--- src/rtl/sdw_pkg.sv ---
package sdw_pkg;

  typedef enum logic [1:0] {
    ST_OK      = 2'd0,
    ST_CRC_ERR = 2'd1,
    ST_WR_FAIL = 2'd2,
    ST_TIMEOUT = 2'd3
  } wr_status_e;

  typedef enum logic [2:0] {
    PH_IDLE,
    PH_PRE,
    PH_STRT,
    PH_DATA,
    PH_CRC,
    PH_ENDB,
    PH_RESP,
    PH_BUSY
  } phase_e;

  localparam logic [2:0] TOK_ACCEPT = 3'b010;
  localparam logic [2:0] TOK_CRCERR = 3'b101;
  localparam int unsigned CRC_BITS  = 16;
  localparam logic [15:0] CRC_POLY  = 16'h1021;

endpackage

--- src/rtl/sdw_crc_lanes.sv ---
module sdw_crc_lanes #(
  parameter int unsigned LANES = 4,
  parameter int unsigned CRC_W = 16,
  parameter logic [CRC_W-1:0] POLY = 16'h1021
) (
  input  logic             clk,
  input  logic             rst_n,
  input  logic             clr,
  input  logic             adv,
  input  logic             shift,
  input  logic [LANES-1:0] nib,
  output logic [LANES-1:0] msb
);

  for (genvar l = 0; l < LANES; l++) begin : g_lane
    logic [CRC_W-1:0] crc_q, crc_d;
    logic             fb;

    always_comb begin
      fb    = nib[l] ^ crc_q[CRC_W-1];
      crc_d = crc_q;
      if (clr)
        crc_d = '0;
      else if (adv)
        crc_d = {crc_q[CRC_W-2:0], 1'b0} ^ ({CRC_W{fb}} & POLY);
      else if (shift)
        crc_d = {crc_q[CRC_W-2:0], 1'b0};
    end

    always_ff @(posedge clk or negedge rst_n) begin
      if (!rst_n)
        crc_q <= '0;
      else if (clr || adv || shift)
        crc_q <= crc_d;
    end

    assign msb[l] = crc_q[CRC_W-1];
  end

  // accumulate, emit and clear never overlap
  a_r3_one_crc_mode: assert property (@(posedge clk) disable iff (!rst_n)
    $onehot0({clr, adv, shift}));

endmodule

--- src/rtl/sdw_token_rx.sv ---
module sdw_token_rx #(
  parameter int unsigned RESP_WIN = 31
) (
  input  logic       clk,
  input  logic       rst_n,
  input  logic       arm,
  input  logic       dat0,
  output logic       tok_valid,
  output logic       tok_missing,
  output logic [2:0] tok_code
);

  localparam int unsigned WIN_W = $clog2(RESP_WIN + 1);

  logic             srch_q, srch_d;
  logic             coll_q, coll_d;
  logic [WIN_W-1:0] win_q, win_d;
  logic [1:0]       bitc_q, bitc_d;
  logic [2:0]       code_q, code_d;
  logic             val_q, val_d;
  logic             miss_q, miss_d;

  always_comb begin
    srch_d = srch_q;
    coll_d = coll_q;
    win_d  = win_q;
    bitc_d = bitc_q;
    code_d = code_q;
    val_d  = 1'b0;
    miss_d = 1'b0;
    if (arm) begin
      srch_d = 1'b1;
      coll_d = 1'b0;
      win_d  = '0;
    end else if (srch_q) begin
      if (!dat0) begin
        srch_d = 1'b0;
        coll_d = 1'b1;
        bitc_d = '0;
      end else if (win_q == WIN_W'(RESP_WIN - 1)) begin
        srch_d = 1'b0;
        miss_d = 1'b1;
      end else begin
        win_d = win_q + WIN_W'(1);
      end
    end else if (coll_q) begin
      code_d = {code_q[1:0], dat0};
      bitc_d = bitc_q + 2'd1;
      if (bitc_q == 2'd2) begin
        coll_d = 1'b0;
        val_d  = 1'b1;
      end
    end
  end

  always_ff @(posedge clk or negedge rst_n) begin
    if (!rst_n) begin
      srch_q <= 1'b0;
      coll_q <= 1'b0;
      win_q  <= '0;
      bitc_q <= '0;
      code_q <= '0;
      val_q  <= 1'b0;
      miss_q <= 1'b0;
    end else begin
      srch_q <= srch_d;
      coll_q <= coll_d;
      win_q  <= win_d;
      bitc_q <= bitc_d;
      code_q <= code_d;
      val_q  <= val_d;
      miss_q <= miss_d;
    end
  end

  assign tok_valid   = val_q;
  assign tok_missing = miss_q;
  assign tok_code    = code_q;

  // a search ends in either a code or a missing token, never both
  a_r4_single_outcome: assert property (@(posedge clk) disable iff (!rst_n)
    $onehot0({tok_valid, tok_missing}));

  // searching and collecting are exclusive phases
  a_r4_phase_exclusive: assert property (@(posedge clk) disable iff (!rst_n)
    !(srch_q && coll_q));

endmodule

--- src/rtl/sdw_block_writer.sv ---
module sdw_block_writer
  import sdw_pkg::*;
#(
  parameter int unsigned BLOCK_BYTES = 512,
  parameter int unsigned WORD_W      = 32,
  parameter int unsigned CNT_W       = 16,
  parameter int unsigned TO_W        = 24,
  parameter int unsigned RESP_WIN    = 31
) (
  input  logic              clk,
  input  logic              rst_n,
  input  logic              start,
  input  logic [CNT_W-1:0]  block_count,
  input  logic [TO_W-1:0]   timeout_limit,
  input  logic [WORD_W-1:0] wdata,
  output logic              wready,
  output logic [3:0]        dat_out,
  output logic              dat_oe,
  input  logic              dat0_in,
  output logic              busy,
  output logic              done,
  output logic [1:0]        status,
  output logic [CNT_W-1:0]  blocks_done
);

  localparam int unsigned LANES   = 4;
  localparam int unsigned NIBBLES = BLOCK_BYTES * 2;
  localparam int unsigned NIB_W   = $clog2(NIBBLES);
  localparam int unsigned NPW     = WORD_W / LANES;
  localparam int unsigned NPW_W   = $clog2(NPW);

  phase_e            state_q, state_d;
  logic [NIB_W-1:0]  nib_q, nib_d;
  logic [WORD_W-1:0] shreg_q, shreg_d;
  logic [CNT_W-1:0]  nblk_q, nblk_d;
  logic [CNT_W-1:0]  bdone_q, bdone_d;
  logic [TO_W-1:0]   timer_q, timer_d;
  wr_status_e        stat_q, stat_d;
  logic              done_q, done_d;
  logic              shreg_en;

  logic              tok_valid, tok_missing;
  logic [2:0]        tok_code;
  logic [LANES-1:0]  crc_msb;
  logic              active;
  logic              word_last;

  assign active    = (state_q != PH_IDLE);
  assign word_last = (nib_q[NPW_W-1:0] == '1);

  // ---------------- next-state logic ----------------
  always_comb begin
    state_d  = state_q;
    nib_d    = nib_q;
    shreg_d  = shreg_q;
    shreg_en = 1'b0;
    nblk_d   = nblk_q;
    bdone_d  = bdone_q;
    timer_d  = timer_q;
    stat_d   = stat_q;
    done_d   = 1'b0;
    wready   = 1'b0;

    if (active)
      timer_d = timer_q + TO_W'(1);

    unique case (state_q)
      PH_IDLE: begin
        if (start) begin
          nblk_d  = block_count;
          bdone_d = '0;
          timer_d = '0;
          stat_d  = ST_OK;
          if (block_count == '0)
            done_d = 1'b1;
          else
            state_d = PH_PRE;
        end
      end
      PH_PRE: state_d = PH_STRT;
      PH_STRT: begin
        wready   = 1'b1;
        shreg_en = 1'b1;
        shreg_d  = wdata;
        nib_d    = '0;
        state_d  = PH_DATA;
      end
      PH_DATA: begin
        shreg_en = 1'b1;
        shreg_d  = {shreg_q[WORD_W-LANES-1:0], {LANES{1'b0}}};
        nib_d    = nib_q + NIB_W'(1);
        if (nib_q == NIB_W'(NIBBLES - 1)) begin
          nib_d   = '0;
          state_d = PH_CRC;
        end else if (word_last) begin
          wready  = 1'b1;
          shreg_d = wdata;
        end
      end
      PH_CRC: begin
        nib_d = nib_q + NIB_W'(1);
        if (nib_q == NIB_W'(CRC_BITS - 1))
          state_d = PH_ENDB;
      end
      PH_ENDB: state_d = PH_RESP;
      PH_RESP: begin
        if (tok_missing) begin
          state_d = PH_IDLE;
          stat_d  = ST_WR_FAIL;
          done_d  = 1'b1;
        end else if (tok_valid) begin
          if (tok_code == TOK_ACCEPT) begin
            state_d = PH_BUSY;
          end else begin
            state_d = PH_IDLE;
            stat_d  = (tok_code == TOK_CRCERR) ? ST_CRC_ERR : ST_WR_FAIL;
            done_d  = 1'b1;
          end
        end
      end
      PH_BUSY: begin
        if (dat0_in) begin
          bdone_d = bdone_q + CNT_W'(1);
          if (bdone_q + CNT_W'(1) == nblk_q) begin
            state_d = PH_IDLE;
            stat_d  = ST_OK;
            done_d  = 1'b1;
          end else begin
            state_d = PH_PRE;
          end
        end
      end
      default: state_d = PH_IDLE;
    endcase

    // overall budget overrides any phase result
    if (active && (timer_q >= timeout_limit)) begin
      state_d = PH_IDLE;
      stat_d  = ST_TIMEOUT;
      done_d  = 1'b1;
      bdone_d = bdone_q;
    end
  end

  // ---------------- registers ----------------
  always_ff @(posedge clk or negedge rst_n) begin
    if (!rst_n) begin
      state_q <= PH_IDLE;
      nib_q   <= '0;
      nblk_q  <= '0;
      bdone_q <= '0;
      timer_q <= '0;
      stat_q  <= ST_OK;
      done_q  <= 1'b0;
    end else begin
      state_q <= state_d;
      nib_q   <= nib_d;
      nblk_q  <= nblk_d;
      bdone_q <= bdone_d;
      timer_q <= timer_d;
      stat_q  <= stat_d;
      done_q  <= done_d;
    end
  end

  always_ff @(posedge clk or negedge rst_n) begin
    if (!rst_n)
      shreg_q <= '0;
    else if (shreg_en)
      shreg_q <= shreg_d;
  end

  // ---------------- sub-blocks ----------------
  sdw_crc_lanes #(
    .LANES (LANES),
    .CRC_W (CRC_BITS),
    .POLY  (CRC_POLY)
  ) u_crc (
    .clk   (clk),
    .rst_n (rst_n),
    .clr   (state_q == PH_PRE),
    .adv   (state_q == PH_DATA),
    .shift (state_q == PH_CRC),
    .nib   (shreg_q[WORD_W-1 -: LANES]),
    .msb   (crc_msb)
  );

  sdw_token_rx #(
    .RESP_WIN (RESP_WIN)
  ) u_tok (
    .clk         (clk),
    .rst_n       (rst_n),
    .arm         (state_q == PH_ENDB),
    .dat0        (dat0_in),
    .tok_valid   (tok_valid),
    .tok_missing (tok_missing),
    .tok_code    (tok_code)
  );

  // ---------------- outputs ----------------
  always_comb begin
    dat_oe  = 1'b0;
    dat_out = 4'hF;
    unique case (state_q)
      PH_PRE:  dat_oe = 1'b1;
      PH_STRT: begin dat_oe = 1'b1; dat_out = 4'h0; end
      PH_DATA: begin dat_oe = 1'b1; dat_out = shreg_q[WORD_W-1 -: LANES]; end
      PH_CRC:  begin dat_oe = 1'b1; dat_out = crc_msb; end
      PH_ENDB: dat_oe = 1'b1;
      default: ;
    endcase
  end

  assign busy        = active;
  assign done        = done_q;
  assign status      = stat_q;
  assign blocks_done = bdone_q;

  // ---------------- assertions ----------------
  // words are consumed only while the bus is being driven
  a_r2_wready_driving: assert property (@(posedge clk) disable iff (!rst_n)
    wready |-> dat_oe);

  // a rejected token ends the transfer in the next cycle
  a_r6_stop_on_reject: assert property (@(posedge clk) disable iff (!rst_n)
    (state_q == PH_RESP && tok_valid && tok_code != TOK_ACCEPT) |=> (!busy && done));

  // no drive while the card holds lane 0 low
  a_r7_hold_while_busy: assert property (@(posedge clk) disable iff (!rst_n)
    (state_q == PH_BUSY && !dat0_in) |=> !dat_oe);

  // the block counter steps by at most one per cycle
  a_r7_count_step: assert property (@(posedge clk) disable iff (!rst_n)
    busy |=> (blocks_done == $past(blocks_done) || blocks_done == $past(blocks_done) + CNT_W'(1)));

  // a running transfer never counts past its latched block count
  a_r10_count_bound: assert property (@(posedge clk) disable iff (!rst_n)
    busy |-> (blocks_done < nblk_q));

endmodule

--- config.mk ---
export PLATFORM = sky130hd
export DESIGN_NAME = sdw_block_writer
export DESIGN_NICKNAME = d
export VERILOG_FILES = /design/src/rtl/sdw_pkg.sv /design/src/rtl/sdw_crc_lanes.sv /design/src/rtl/sdw_token_rx.sv /design/src/rtl/sdw_block_writer.sv
export SDC_FILE = /design/constraint.sdc
export NUM_CORES = 1
export LEC_CHECK = 0
export BUFFER_PORTS_ARGS = -buffer_cell sky130_fd_sc_hd__buf_4
export CORE_AREA = 10 10 159 161
export DETAILED_ROUTE_END_ITERATION = 10
export DIE_AREA = 0 0 169 171
export GPL_ROUTABILITY_DRIVEN = 0
export SLEW_MARGIN = 40
export SYNTH_ARGS = -nofsm -noshare
export SYNTH_HDL_FRONTEND = slang
export SYNTH_HIERARCHICAL = 1
export SYNTH_SLANG_ARGS = --single-unit
--- constraint.sdc ---
create_clock -name clk -period 5.3 [get_ports clk]
set_input_delay 1.06 -clock clk [delete_from_list [all_inputs] [get_ports clk]]
set_output_delay 1.06 -clock clk [all_outputs]
set_load 0.1 [all_outputs]
==> out/qor.yml, run 1 <==
worst_setup_path:
  crit_fanout: 11
  startpoint_type: "primary input"
  arrival_ns: 3.77
  cp.required_ns: 5.61
  critPathKind: "primary input to flip-flop"
  endpoint_kind: "flip-flop"
grt:
  grt_overflow_total: 0
  grt_pass1_vias: 7077
  grt_max_degree: 109
  grt_use_total_pct: 14.9
  antenna_found_initial: 0
  grt_pass1_wl_um: 36100
clock_tree:
  hold_buffers: 0
  cts_tree: "done"
  path_clk_slew_ns: 0.07
  htreeDepth: 4
  cts.sinks: 182
  cts_setup_buffers: 0
  cts_buffer_depth: 2
  root_buffer: "clkbuf_16"
  cts_resized: 0
  clkLatencyLatePin_ns: 0.43
  cts_buffers: 17
place:
  port_buffers: 101
  dp_hpwl_um: 14300
route:
  vias: 7224
  postRouteWirelength_um: 21000
  wl_per_cell_um: 15.3
  route.detailed.drc: 0
  first_pass_iters: 5
  ant_nets: 0
  viasPerCell: 5.26
  detail_route.iter0.violations: 476
sta:
  finClkSkew_ns: 0.0137
  fin_setup_tns_ns: 0
  finalCriticalPeriod_ns: 3.46
  worst_slew_pin_slew_ns: 0.798
  maxSlewHeadroom_pct: 46.8
  hold_slack_ns: 0.480
  rsz0062_at_grt: "no"
  hold_viol_final: 0
  finalCritPeriodShare_pct: 65.2
  fmax_mhz: 289
  drv_slew: 0
  setup_viol: 0
synth:
  ys.flop_type: "dfrtp_1"
  ys_async_sr_fraction_pct: 100
  ys_ff_latch: 182
  synth_edf_count: 0
  synth_seq_area_share_pct: 47.6
  synth_cell_types: 67
  syn_nets: 1112
  avgSynthCellArea_um2: 9.52
  yosysWarnings: 6
  syn_inst: 1005
  syn_area_um2: 9570
layout:
  fillerInstances: 2086
  drive_gt1_share_pct: 16.7
  n_antenna_cell: 0
  syn2layout_area_growth_pct: 16.1
  finalNetCount: 1183
hold_path:
  min_path_type: "flip-flop to flip-flop"
floorplan:
  core_area_um2: 22200
  ioPinCount: 102
  die_y_um: 171
  die-width_um: 169
  die-area_um2: 28900
  row_count: 55
  start_util_pct: 43.0
run_status:
  status: "finished clean"
pwr:
  leakagePower_nw: 4.94
  peakVddDrop_mv: 0.395
  power_density_nw_per_um2: 528
job:
  maxCapViolCount: 0
## cells in the mapped netlist, drive strengths merged, types with 9 or more instances
master	instances	share of area, %
buf	25	1.5
dfrtp	182	48
inv	35	1.4
nor2b	15	0.98
mux2i	32	3.3
xnor2	24	2.2
mux2	23	2.7
a21oi	28	1.5
o21ai	132	6.9
and3	9	0.59
o31ai	15	1.2
clkbuf	30	1.2
a211oi	21	1.7
nand2	134	5.3
nand2b	57	3.7
and2	11	0.80
ha	31	4.1
nand3	37	1.9
nor2	46	1.8
nor3	12	0.80
xor2	15	1.4
nand4	19	1.3
## cell type report
cell class | instances | area [µm²] | area share, %
multi-input combinational | 733 | 4630 | 41.7
sequential | 182 | 4550 | 41.0
timing repair buffer | 107 | 826 | 7.43
clock buffer | 17 | 425 | 3.83
tap | 285 | 357 | 3.21
clock inverter | 15 | 188 | 1.69
inverter | 35 | 131 | 1.18
## metal layers
| metal | part of all wire (%) | up-vias | wire (µm) | global-route usage [%] |
|---|---|---|---|---|
| met5 | 0 | - | 0 | 0 |
| met4 | 0.88 | 0 | 186 | 4.02 |
| met3 | 3.3 | 17 | 686 | 2.82 |
| met2 | 47 | 104 | 9880 | 23.2 |
| met1 | 49 | 3426 | 10300 | 20.8 |
| li1 | - | 3677 | - | - |
## cells by family after synthesis
kind of cell | share of synthesized area (%)
AND/OR/NAND/NOR | 19.9
flip-flops | 47.6
adder cells (fa/ha/maj) | 4.05
XOR/XNOR | 3.57
multiplexers | 6.09
buffers and inverters | 4.11
AO/OA/AOI/OAI | 14.7
## cell usage in the layout, fill, tap and decap left out, types with 7 or more instances in the layout
cell	instances
and3_1	9
nand4_1	18
a211oi_1	20
o21ai_0	125
o211ai_1	8
clkbuf_16	17
buf_4	104
o31ai_1	15
xnor2_1	24
o21ai_1	7
nand3_1	37
mux2_2	22
nor3_1	10
nand2b_1	56
dfrtp_1	182
mux2i_1	32
ha_1	31
nor2_1	45
xor2_1	15
a21oi_1	28
nand2_1	134
nor2b_1	15
inv_1	35
## critical path, cell delays in order
cell and delay (ns):
buf_4 0.07, inv_1 0.03, ha_1 0.30, a211oi_1 0.21
nor2_1 0.07, or3_1 0.36, a211oi_2 0.33, o21a_1 0.44
nor2_1 0.11, a2111o_1 0.43, o32a_1 0.35
## state kept, by name, indices dropped and copies added, names as in the netlist, 3 cells and up
name	flops
u_tok/win_q	5
nib_q	10
state_q	3
shreg_q	32
blocks_done	16
timer_q	24
nblk_q	16
u_tok/tok_code	3
u_crc/g_lane.crc_q	64
## where the power goes
part           switching, W  total [W]  internal (W)  leakage (nW)
registers          0.000369    0.00223       0.00186          2.38
logic               0.00145    0.00233      0.000873          2.26
clock network      0.000598    0.00132      0.000719         0.303
total               0.00242    0.00587       0.00345          4.94
## final timing paths
| path | slack (ns) | cells past startpoint | end | startpoint |
|---|---|---|---|---|
| max in group asynchronous | 3.66 | 2 | nib_q[2] | rst_n |
| hold reg to reg | 0.48 | 2 | shreg_q[26] | shreg_q[26] |
| hold / removal | 0.48 | 2 | shreg_q[26] | shreg_q[26] |
| min in group asynchronous | 0.67 | 1 | timer_q[16] | rst_n |
| setup reg to reg | 2.13 | 9 | status[0] | timer_q[13] |
| setup / recovery | 1.84 | 11 | status[0] | timeout_limit[13] |
## metrics by stage
stage          worst slack (ns)  cells  instance area (µm²)  util (%)  power (W)
2_1_floorplan              1.58   1005                 9570         -    0.00411
3_3_place_gp               1.49   1342                10500      47.2    0.00456
3_5_place_dp               1.44   1342                10500      47.2    0.00461
4_1_cts                    1.88   1374                11100      50.0    0.00595
5_1_grt                    1.69   1374                11100      50.0    0.00635
6_report                   1.84   1374                11100      50.0    0.00587
(Power assumes the default switching activity.)
==> run 2: changes to the inputs <==
==> constraint.sdc (replaced) <==
create_clock -name clk -period 3.1 [get_ports clk]
set_input_delay 0.62 -clock clk [delete_from_list [all_inputs] [get_ports clk]]
set_output_delay 0.62 -clock clk [all_outputs]
set_load 0.1 [all_outputs]
==> out/qor.yml, run 2 (synthesis results as in run 1) <==
run_status:
  status: "finished clean"
worst_setup_path:
  startpoint_type: "flip-flop"
  cpPeakStageDelay_ns: 0.44  # about the same
  critPathKind: "flip-flop to flip-flop"
  endpoint_kind: "flip-flop"
  r2r-start: "timer_q[13]"
  r2r_cells: 9  # unchanged
  crit_fanout: 5  # -6
  arrival_ns: 3.15  # -0.62 ns
  cpMaxStageDelayCell: "dfrtp_1"
  startpoint: "timer_q[13]"
  cp.required_ns: 3.41  # -2.20 ns
  crit_path_frequent_cell: "nor2_1"
  cp_cell_sequence: "ha_1 > a211oi_1 > nor2_1 > or3_1 > a211oi_2 > o21a_1 > nor2_1 > a2111o_1 > o32a_1"
sta:
  hold_viol_final: 0  # unchanged
  finClkSkew_ns: 0.0152  # +0.00151 ns
  drv_slew: 0  # unchanged
  worst_slew_pin_slew_ns: 0.595  # -0.203 ns
  hold_slack_ns: 0.151  # -0.329 ns
  layout_setup_ws_ns: 0.261  # -1.58 ns
  setup_viol: 0  # unchanged
  finalCriticalPeriod_ns: 2.84
  maxSlewHeadroom_pct: 60.2  # +13 points
  fmax_mhz: 352
  finalCritPeriodShare_pct: 91.6
  rsz0062_at_grt: "no"
grt:
  grt_use_total_pct: 14.9  # -0.017 points
  grt_max_degree: 65  # -40%
  grt_overflow_total: 0  # unchanged
  antenna_found_initial: 0  # unchanged
  grt_pass1_wl_um: 35800  # -0.84%
  grt_pass1_vias: 7076  # -0.014%
pwr:
  switching_share_pct: 40.4  # -0.77 points
  peakVddDrop_mv: 0.447  # +13%
  power_density_nw_per_um2: 905  # +71%
  p_int_w: 0.00608  # +76%
  leakagePower_nw: 5.03  # +1.7%
  p_sw_w: 0.00413  # +71%
  clock_power_share_pct: 22.2  # -0.2 points
  seqPwrFrac_pct: 37.1  # -0.9 points
  pwr-share-comb_pct: 40.8  # +1.2 points
place:
  port_buffers: 101  # unchanged
  pre_cts_slack_ns: -0.0143  # -1.46 ns
  dp_hpwl_um: 14900  # +4.3%
layout:
  largest_register_ffs: 64  # unchanged
  top_regs: "u_crc/g_lane.crc_q (64), shreg_q (32), timer_q (24)"
  top_register: "u_crc/g_lane.crc_q"
  drive_gt1_share_pct: 18.7  # +2.0 points
  n_antenna_cell: 0  # unchanged
  syn2layout_area_growth_pct: 17.9
  final_cell_mix: "dfrtp_1 (179), nand2_1 (134), o21ai_0 (125)"
  final_common_cell: "dfrtp_1"
  finalNetCount: 1201  # +1.5%
clock_tree:
  cts.sinks: 182  # unchanged
  cts_tree: "done"
  path_clk_slew_ns: 0.08  # about the same
  cts_buffers: 17  # unchanged
  clkLatencyLatePin_ns: 0.43  # about the same
  hold_buffers: 0  # unchanged
  cts_setup_buffers: 0  # unchanged
  cts_buffer_depth: 2  # unchanged
  cts_resized: 0  # unchanged
  root_buffer: "clkbuf_16"
  htreeDepth: 4  # unchanged
floorplan:
  ioPinCount: 102  # unchanged
  core_area_um2: 22200  # unchanged
  row_count: 55  # unchanged
  start_util_pct: 43.0  # unchanged
  die-width_um: 169  # unchanged
  die_y_um: 171  # unchanged
  die-area_um2: 28900  # unchanged
route:
  ant_nets: 0  # unchanged
  vias: 7281  # +0.79%
  wl_per_cell_um: 15.3  # -0.28%
  first_pass_iters: 4  # -1
  viasPerCell: 5.23  # -0.51%
  route.detailed.drc: 0  # unchanged
  detail_route.iter0.violations: 444  # -6.7%
  postRouteWirelength_um: 21200  # +1.0%
job:
  maxCapViolCount: 0  # unchanged
hold_path:
  min_path_type: "primary input to async pin"
[run 2: changes by cell type in the layout (fill, tap and decap cells not counted), sizes merged]
cell      change
buf          +18
bufinv        +1
clkbuf        +2
clkinv        +1
clkinvlp      +1
inv           -5
[run 2: metal layers]
layer / track usage (%) / part of all wire (%) / up-vias / wire (µm)
li1: - / - / 3705 / -
met1: 20.3 / 48 / 3468 / 10300
met2: 23.7 / 48 / 91 / 10100
met5: 0 / 0 / - / 0
met3: 2.80 / 3.1 / 17 / 661
met4: 4.05 / 1.0 / 0 / 216
[run 2: final timing paths]
check | to | slack [ns]
hold / removal | nblk_q[7] | 0.15
hold reg to reg | u_crc/g_lane[2].crc_q[1] | 0.48
setup / recovery | status[1] | 0.26
min in group clk | timer_q[23] | 0.42
max in group asynchronous | u_crc/g_lane[0].crc_q[4] | 2.23
setup reg to reg | status[1] | 0.26
[run 2: cell type report]
type                            instances  area, µm²
Fill cell                            2097      10900
Tap cell                              285        357
Sequential cell                       182       4560
Clock buffer                           19        443
Multi-Input combinational cell        733       4640
Clock inverter                         13        173
Inverter                               35        131
Timing Repair Buffer                  125        982
[run 2: power groups by stage]
stage	clock network, W	logic [W]	registers, W
2_1_floorplan	0	0.00326	0.00378
5_1_grt	0.00243	0.00467	0.00390
3_5_place_dp	0	0.00421	0.00382
4_1_cts	0.00232	0.00422	0.00379
3_3_place_gp	0	0.00414	0.00381
6_report	0.00226	0.00416	0.00378
[run 2: critical path, delay by kind of cell (launching register included)]
kind | cells | cell delay (ns)
simple gates | 3 | 0.50
flops | 1 | 0.44
compound gates | 5 | 1.46
fa+ha+maj | 1 | 0.31
[run 2: stage by stage]
stage / total power [W] / utilization, % / TNS, ns / area, µm² / instances
3_5_place_dp: 0.00803 / 48.0 / -0.0278 / 10700 / 1360
5_1_grt: 0.0110 / 50.8 / 0 / 11300 / 1392
6_report: 0.0102 / 50.8 / 0 / 11300 / 1392
3_3_place_gp: 0.00795 / 48.0 / 0 / 10700 / 1360
4_1_cts: 0.0103 / 50.8 / 0 / 11300 / 1392
2_1_floorplan: 0.00704 / - / 0 / 9590 / 1005
==> run 3: changes to the inputs <==
--- a/config.mk
+++ b/config.mk
@@ -10,6 +10,7 @@
 export DETAILED_ROUTE_END_ITERATION = 10
 export DIE_AREA = 0 0 169 171
 export GPL_ROUTABILITY_DRIVEN = 0
+export REMOVE_ABC_BUFFERS = 1
 export SLEW_MARGIN = 40
 export SYNTH_ARGS = -nofsm -noshare
 export SYNTH_HDL_FRONTEND = slang
==> out/qor.yml, run 3 (synthesis results as in run 1) <==
place:
  dp_hpwl_um: 14700  # -2.0%
  port_buffers: 101  # unchanged
  pre_cts_slack_ns: -0.0705  # -0.0562 ns
  placed_cells: 1361  # +0.074%
route:
  wl_per_cell_um: 15.1  # -1.1%
  ant_nets: 0  # unchanged
  first_pass_iters: 5  # +1
  route.detailed.drc: 0  # unchanged
  detail_route.iter0.violations: 498  # +12%
  viasPerCell: 5.21  # -0.44%
  postRouteWirelength_um: 21000  # -0.98%
  vias: 7254  # -0.37%
sta:
  hold_viol_final: 0  # unchanged
  layout_setup_ws_ns: 0.252  # -0.00921 ns
  fmax_mhz: 351  # -0.32%
  worst_slew_pin_slew_ns: 0.655  # +0.0600 ns
  maxSlewHeadroom_pct: 56.3  # -3.9 points
  rsz0062_at_grt: "no"
  finalCriticalPeriod_ns: 2.85  # +0.00921 ns
  finClkSkew_ns: 0.0119  # -0.00331 ns
  setup_viol: 0  # unchanged
  finalCritPeriodShare_pct: 91.9  # +0.30 points
  drv_slew: 0  # unchanged
worst_setup_path:
  startpoint_type: "flip-flop"
  r2r_end: "status[0]"
  cpMaxStageDelayCell: "dfrtp_1"
  endpoint_kind: "flip-flop"
  cp_num_buf_inv: 2  # +2
  arrival_ns: 3.16  # about the same
  crit_path_frequent_cell: "buf_4"
  cp.required_ns: 3.41  # about the same
  rrSetupSlack_ns: 0.25  # about the same
  critical_path.top_delay_family: "compound AO/OA/AOI/OAI gates"
  crit_fanout: 10  # +5
  cp_cell_sequence: "ha_1 > nand4_1 > a2111oi_2 > a211oi_2 > buf_4 > o21a_1 > buf_4 > a2111o_1 > o32a_1"
  r2r-start: "timer_q[9]"
  cpPeakStageDelay_ns: 0.48  # +0.04 ns
  r2r_cells: 9  # unchanged
  critPathKind: "flip-flop to flip-flop"
hold_path:
  min_path_type: "primary input to async pin"
grt:
  grt_overflow_total: 0  # unchanged
  grt_use_total_pct: 14.8  # -0.091 points
  grt_pass1_wl_um: 35900  # about the same
  grt_max_degree: 85  # +31%
  antenna_found_initial: 0  # unchanged
  grt_pass1_vias: 7106  # +0.42%
clock_tree:
  cts_setup_buffers: 0  # unchanged
  clkLatencyLatePin_ns: 0.44  # about the same
  cts_buffer_depth: 2  # unchanged
  root_buffer: "clkbuf_16"
  cts_buffers: 17  # unchanged
  path_clk_slew_ns: 0.07  # about the same
  cts.sinks: 182  # unchanged
  hold_buffers: 0  # unchanged
  cts_tree: "done"
  htreeDepth: 4  # unchanged
floorplan:
  row_count: 55  # unchanged
  die_y_um: 171  # unchanged
  core_area_um2: 22200  # unchanged
  die-width_um: 169  # unchanged
  start_util_pct: 43.0  # unchanged
  ioPinCount: 102  # unchanged
  die-area_um2: 28900  # unchanged
layout:
  drive_gt1_share_pct: 18.1  # -0.56 points
  top_register: "u_crc/g_lane.crc_q"
  final_common_cell: "dfrtp_1"
  top_regs: "u_crc/g_lane.crc_q (64), shreg_q (32), timer_q (24)"
  n_antenna_cell: 0  # unchanged
  syn2layout_area_growth_pct: 18.2
  instances_no_fill: 1393  # +0.072%
  finalNetCount: 1202  # +0.083%
  final_util_pct: 50.9  # +0.11 points
  final_cell_mix: "dfrtp_1 (182), nand2_1 (134), o21ai_0 (125)"
  largest_register_ffs: 64  # unchanged
pwr:
  power_density_nw_per_um2: 908  # +0.43%
  peakVddDrop_mv: 0.545  # +22%
  leakagePower_nw: 5.05  # +0.32%
  power.total_w: 0.0103  # +0.66%
run_status:
  status: "finished clean"
job:
  maxCapViolCount: 0  # unchanged
## run 3: changes by cell type in the layout (fill, tap and decap cells not counted), sizes merged
| cell | previous run | this run |
|---|---|---|
| clkinv | 7 | 3 |
| buf | 124 | 126 |
| bufinv | 3 | 4 |
| inv | 37 | 40 |
| clkbuf | 20 | 18 |
| clkinvlp | 1 | 2 |
## run 3: per-layer routing
layer  wire [µm]  GRT usage (%)  up-vias
met5           0              0        -
met4         242           4.99        0
met3         622           2.78       16
met2        9930           23.0       90
met1       10200           20.3     3442
li1            -              -     3706
## run 3: how the worst max path moves through the flow
stage | startpoint | end | slack [ns] | cells after the start
2_1_floorplan | state_q[2] | wready | -0.64 | 2
3_3_place_gp | timeout_limit[14] | status[1] | -0.04 | 11
3_5_place_dp | timeout_limit[14] | status[0] | -0.07 | 11
4_1_cts | timer_q[9] | status[0] | 0.19 | 9
5_1_grt | state_q[2] | dat_out[2] | 0.06 | 4
6_report | timer_q[9] | status[0] | 0.25 | 9
## run 3: cell type report
class,count,area [µm²]
fill,2067,10900
multi-input combinational,733,4630
sequential,182,4550
timing repair buffer,126,1010
clock buffer,18,429
tap,285,357
clock inverter,14,194
inverter,35,131
## run 3: repair_timing
item                                    4_1_cts  5_1_grt
endpoints found under the setup margin        0        4
endpoints found under the hold margin         0        0
resized for setup                             0        1
## run 3: through the flow
stage                     area, µm²  hold WS [ns]  TNS [ns]
after floorplan                9310         0.324    -26.31
after global placement        10700         0.462   -0.0734
after detailed placement      10700         0.471    -0.140
after CTS                     11300         0.193         0
after global routing          11300         0.201         0
final                         11300         0.174         0
## run 3: power breakdown
group          switching, W  internal (W)
Combinational       0.00255       0.00161
Clock              0.000970       0.00136
Sequential         0.000604       0.00318
